<file path="config.mk">
export PLATFORM = sky130hd
export DESIGN_NAME = gf2_multi_reducer
export DESIGN_NICKNAME = d
export VERILOG_FILES = /design/src/rtl/gf2red_pkg.sv /design/src/rtl/gf2_fold.sv /design/src/rtl/gf2_sel_mux.sv /design/src/rtl/gf2_multi_reducer.sv
export SDC_FILE = /design/constraint.sdc
export NUM_CORES = 2
export LEC_CHECK = 0
export BUFFER_PORTS_ARGS = -buffer_cell sky130_fd_sc_hd__buf_2
export CORE_AREA = 2 2 670 672
export DETAILED_ROUTE_END_ITERATION = 16
export DIE_AREA = 0 0 672 674
export GPL_TIMING_DRIVEN = 1
export PLACE_DENSITY_LB_ADDON = 0.1
export SLEW_MARGIN = 20
export SYNTH_ARGS = -nofsm -noshare
export SYNTH_HDL_FRONTEND = slang
export SYNTH_SLANG_ARGS = --single-unit
</file>
<file path="constraint.sdc">
create_clock -name vclk -period 2.2
set_input_delay 0.22 -clock vclk [all_inputs]
set_output_delay 0.22 -clock vclk [all_outputs]
set_load 0.01 [all_outputs]
</file>
<file path="src/rtl/gf2red_pkg.sv">
package gf2red_pkg;
  localparam int NFLD = 5;
  localparam int MAXM = 571;
  localparam int PW   = 2 * MAXM - 1;
  localparam int SELW = 3;

  // field degree and the three lower tap positions (0 means trinomial)
  localparam int FLD_M  [NFLD] = '{163, 233, 283, 409, 571};
  localparam int FLD_KA [NFLD] = '{7, 74, 12, 87, 10};
  localparam int FLD_KB [NFLD] = '{6, 0, 7, 0, 5};
  localparam int FLD_KC [NFLD] = '{3, 0, 5, 0, 2};

  function automatic int fld_deg(input logic [SELW-1:0] s);
    fld_deg = 0;
    for (int i = 0; i < NFLD; i++)
      if (s == SELW'(i)) fld_deg = FLD_M[i];
  endfunction

  // low part of the modulus, i.e. the remainder of x^m
  function automatic logic [MAXM-1:0] tap_image(input logic [SELW-1:0] s);
    tap_image = '0;
    for (int i = 0; i < NFLD; i++)
      if (s == SELW'(i)) begin
        tap_image[0] = 1'b1;
        tap_image[FLD_KA[i]] = 1'b1;
        if (FLD_KB[i] != 0) begin
          tap_image[FLD_KB[i]] = 1'b1;
          tap_image[FLD_KC[i]] = 1'b1;
        end
      end
  endfunction
endpackage

</file>
<file path="src/rtl/gf2_fold.sv">
module gf2_fold #(
  parameter int M     = 163,
  parameter int KA    = 7,
  parameter int KB    = 6,
  parameter int KC    = 3,
  parameter bit PENTA = 1'b1,
  parameter int PW    = 1141,
  parameter int OW    = 571
) (
  input  logic [PW-1:0] prod,
  output logic [OW-1:0] red
);
  localparam int W  = 2 * M - 1;  // meaningful product width
  localparam int FW = M + KA;     // width after the first fold

  logic [M-2:0]  hi1;
  logic [FW-1:0] lo1, h1x, f1;
  logic [KA-1:0] hi2;
  logic [M-1:0]  lo2, h2x, f2;

  assign hi1 = prod[W-1:M];
  assign lo1 = FW'(prod[M-1:0]);
  assign h1x = FW'(hi1);
  assign hi2 = f1[FW-1:M];
  assign lo2 = f1[M-1:0];
  assign h2x = M'(hi2);

  generate
    if (PENTA) begin : g_five
      assign f1 = lo1 ^ h1x ^ (h1x << KA) ^ (h1x << KB) ^ (h1x << KC);
      assign f2 = lo2 ^ h2x ^ (h2x << KA) ^ (h2x << KB) ^ (h2x << KC);
    end else begin : g_three
      assign f1 = lo1 ^ h1x ^ (h1x << KA);
      assign f2 = lo2 ^ h2x ^ (h2x << KA);
    end
  endgenerate

  assign red = OW'(f2);
endmodule

</file>
<file path="src/rtl/gf2_sel_mux.sv">
module gf2_sel_mux #(
  parameter int NF   = 5,
  parameter int OW   = 571,
  parameter int SELW = 3
) (
  input  logic [SELW-1:0] sel,
  input  logic [OW-1:0]   cand [NF],
  output logic [OW-1:0]   res
);
  always_comb begin
    res = '0;
    for (int i = 0; i < NF; i++)
      if (sel == SELW'(i)) res = cand[i];
  end
endmodule

</file>
<file path="src/rtl/gf2_multi_reducer.sv">
module gf2_multi_reducer
  import gf2red_pkg::*;
(
  input  logic [SELW-1:0] field_sel,
  input  logic [PW-1:0]   prod,
  output logic [MAXM-1:0] rem
);
  logic [MAXM-1:0] cand [NFLD];

  for (genvar g = 0; g < NFLD; g++) begin : g_fld
    gf2_fold #(
      .M(FLD_M[g]), .KA(FLD_KA[g]), .KB(FLD_KB[g]), .KC(FLD_KC[g]),
      .PENTA(FLD_KB[g] != 0), .PW(PW), .OW(MAXM)
    ) u_fold (
      .prod(prod),
      .red (cand[g])
    );
  end

  gf2_sel_mux #(.NF(NFLD), .OW(MAXM), .SELW(SELW)) u_mux (
    .sel (field_sel),
    .cand(cand),
    .res (rem)
  );
endmodule

</file>
==> impl_results.md <==
* Status: complete, but fails checks
* Violated checks: negative setup slack
* Critical Setup Path Class: primary input to output port
* DIE WIDTH at around 670 um
* # Max-Cap Violations at 0
* Area growth syn-to-layout at 97.7%
* Clock network power share at 0%
* Post-synth top area share at 56.9%
* PortBufs at 1715
* Iteration-0 DRC Markers at 6242
* Total grt overflow at 0
* First-pass GRT wire length at slightly below 1000000 um
* Share of power burned in registers at 0%
* Largest family of logic cells by synthesized area: XOR/XNOR gates
* Switch share at 57.6%
* Syn Inst Count at 6946
* Initial antenna violation count at 269
* CP max-delay cell: o21ai_1
* Seq_cells at 0
* Static leakage at 41.5 nW
* Post-Synth XOR/XNOR Area at between 70% and 80%
* Routed WL at just over 800000 um
* Max Clock Freq at between 400 and 500 MHz
* Final Cycle Share at 112%
* Initial Util at 11.8%
* Syn Nets at 8090
* Mux share of post-synthesis cell area at less than 1%
* Pin count of the biggest net entering global routing at 58
* Final worst slack at -0.271 ns
* I/O pin count at between 1500 and 2000
* DRC Markers at 0
* RSZ-0062 raised after global routing: true
* Row count at about 250
* Hold Path Class: primary input to output port
* Compound-cell area share of the yosys netlist at between 10% and 20%
* Final Max Tran Viols at 0
* # fillers at 49584
* TNS Setup at -9.25 ns
* WP buf/inv at 5
* Post-Layout Cell Count at between 15000 and 20000
* Post-DP HPWL at 728000 um
* RePlAce Congestion at 0.988
* Layout cell share with drive strength beyond 1 at around 53%
* Die Y at 674 um
* Startpoint types: primary input
* Via count at 68853
* Vias per inst at 4.19
* Total net switching power at 27.2 mW
* Hold Buf Count CTS at 0
* Adder-cell share of the synthesized area at 0%
* Vias in the first global route at between 60000 and 70000
* Die area at 0.453 mm^2
* WHS at 0.868 ns
* VDD IR max at 0.194 mV
* Synth Cell Area at 0.0526 mm^2
* WP data required at between 1.5 and 2 ns
* CP peak stage delay at 0.34 ns
* Arrival @ worst endpoint at between 2 and 2.5 ns
* Sequential share of the synthesized area at 0%
* Synth unique cells at 54
* Power density cells at 455 mW/mm^2
* Global Route Usage Sum at 34.2%
* Core area at between 0.4 and 0.5 mm^2
* Sequential cell area at 0 um^2
* Layout Utilization at 23.3%
* Rel. slew slack at between 30% and 40%
* Final min period at around 2.5 ns
* WL/cell at a little under 50 um
* Kind of end point of the critical path: output port
* Commonest non-fill, non-tap cells in the layout: xnor2_1, buf_4, buf_2
* Post-synthesis simple-gate area fraction at 2.82%
* Placed Cells incl. Taps at around 16000
* Crit path max fanout at 4
* Synth Area per Inst at 7.57 um^2
* Comb power frac at 100.0%
* Detail Route Antenna Nets at 0
* Most common cell after layout, fill and taps aside: xnor2_1
* Drt first pass iters at 5
* Final setup violation count at 124
* Final Hold Fails at 0
* Cell family with most CP delay: buffers and inverters
* Final nets at 11561
* Setup Slack @ Placement at -1.16 ns
* Most area-consuming cells after synthesis: xnor2_1, xor2_1, clkbuf_1, o22ai_1, o21ai_1
* Critical-path cell list: buf_2 > buf_12 > buf_4 > xor2_1 > mux2i_1 > xnor2_1 > a22oi_1 > buf_4 > o21ai_1 > buf_2
* Pint at 20.1 mW
* Slew @ Worst Pin at 0.986 ns
* Synth warnings at 0
* Clock buf count at 0
* Most area-hungry cell type in the Yosys netlist: xnor2_1
[Yosys cell counts, types with 4 or more instances]
| cell type | instances |
|---|---|
| xnor2_1 | 3417 |
| clkbuf_1 | 763 |
| nor3_1 | 6 |
| buf_2 | 146 |
| xnor2_2 | 5 |
| o211ai_1 | 4 |
| o21ai_0 | 51 |
| a221o_1 | 5 |
| a221oi_1 | 65 |
| xnor3_1 | 29 |
| o221ai_1 | 37 |
| buf_1 | 46 |
| a211oi_1 | 43 |
| a21oi_1 | 131 |
| nand2_1 | 95 |
| o221a_1 | 16 |
| a2bb2oi_1 | 7 |
| mux2i_1 | 32 |
| xor2_1 | 1064 |
| o221a_2 | 21 |
| a22oi_1 | 128 |
| o22ai_1 | 297 |
| o21ai_1 | 224 |
| nor2_1 | 269 |
[routing by layer]
metal,routed length (um),global-route usage [%]
met4,53100,16.8
met5,925,0
met2,379000,57.9
met1,337000,42.5
met3,39600,4.69
[cell type report]
cell class                 instances  area [um^2]  share of cell area (%)
antenna                           83          208                   0.200
inverter                           3         28.8                  0.0277
tap                             5952         7450                    7.17
multi-input combinational       5981        58700                    56.5
timing repair buffer            4431        37500                    36.1
[kinds of logic (layout without fill, tap and decap cells)]
kind of cell / Yosys count / after routing
xor+xnor: 4519 / 4519
compound gates: 1045 / 1045
mux: 35 / 35
other cells: 0 / 83
simple gates: 382 / 382
buf+inv: 965 / 4434
[through the flow]
| step | total power, mW | area, um^2 |
|---|---|---|
| 2_1_floorplan | 17.0 | 52600 |
| 3_3_place_gp | 41.6 | 88100 |
| 3_5_place_dp | 41.3 | 88100 |
| 4_1_cts | 45.8 | 100000 |
| 5_1_grt | 48.1 | 104000 |
| 6_report | 47.3 | 104000 |
[tightest hold or removal path, delay by kind of cell]
family                    cells  cell delay, ns
and+or+nand+nor               1            0.04
xor gates and xnor gates      1            0.13
buffers and inverters         2            0.26
[final timing paths]
kind,slack (ns),to,depth (start not counted),from
worst max-delay path,-0.27,rem[72],10,prod[464]
worst min-delay path,0.87,rem[555],4,prod[1124]
[repair_timing]
item	CTS	global route
gates resized for setup	1835	572
setup buffers	208	75
pin swaps	326	269
cloned	15	5
setup endpoints to repair	466	273
[power groups by stage]
stage | clock, mW | combinational [mW] | sequential [mW]
6_report | 0.00000431 | 47.3 | 0
5_1_grt | 0.00000195 | 48.1 | 0
4_1_cts | 0 | 45.8 | 0
3_5_place_dp | 0 | 41.3 | 0
3_3_place_gp | 0 | 41.6 | 0
2_1_floorplan | 0 | 17.0 | 0
Power figures use the tool's default switching activity.
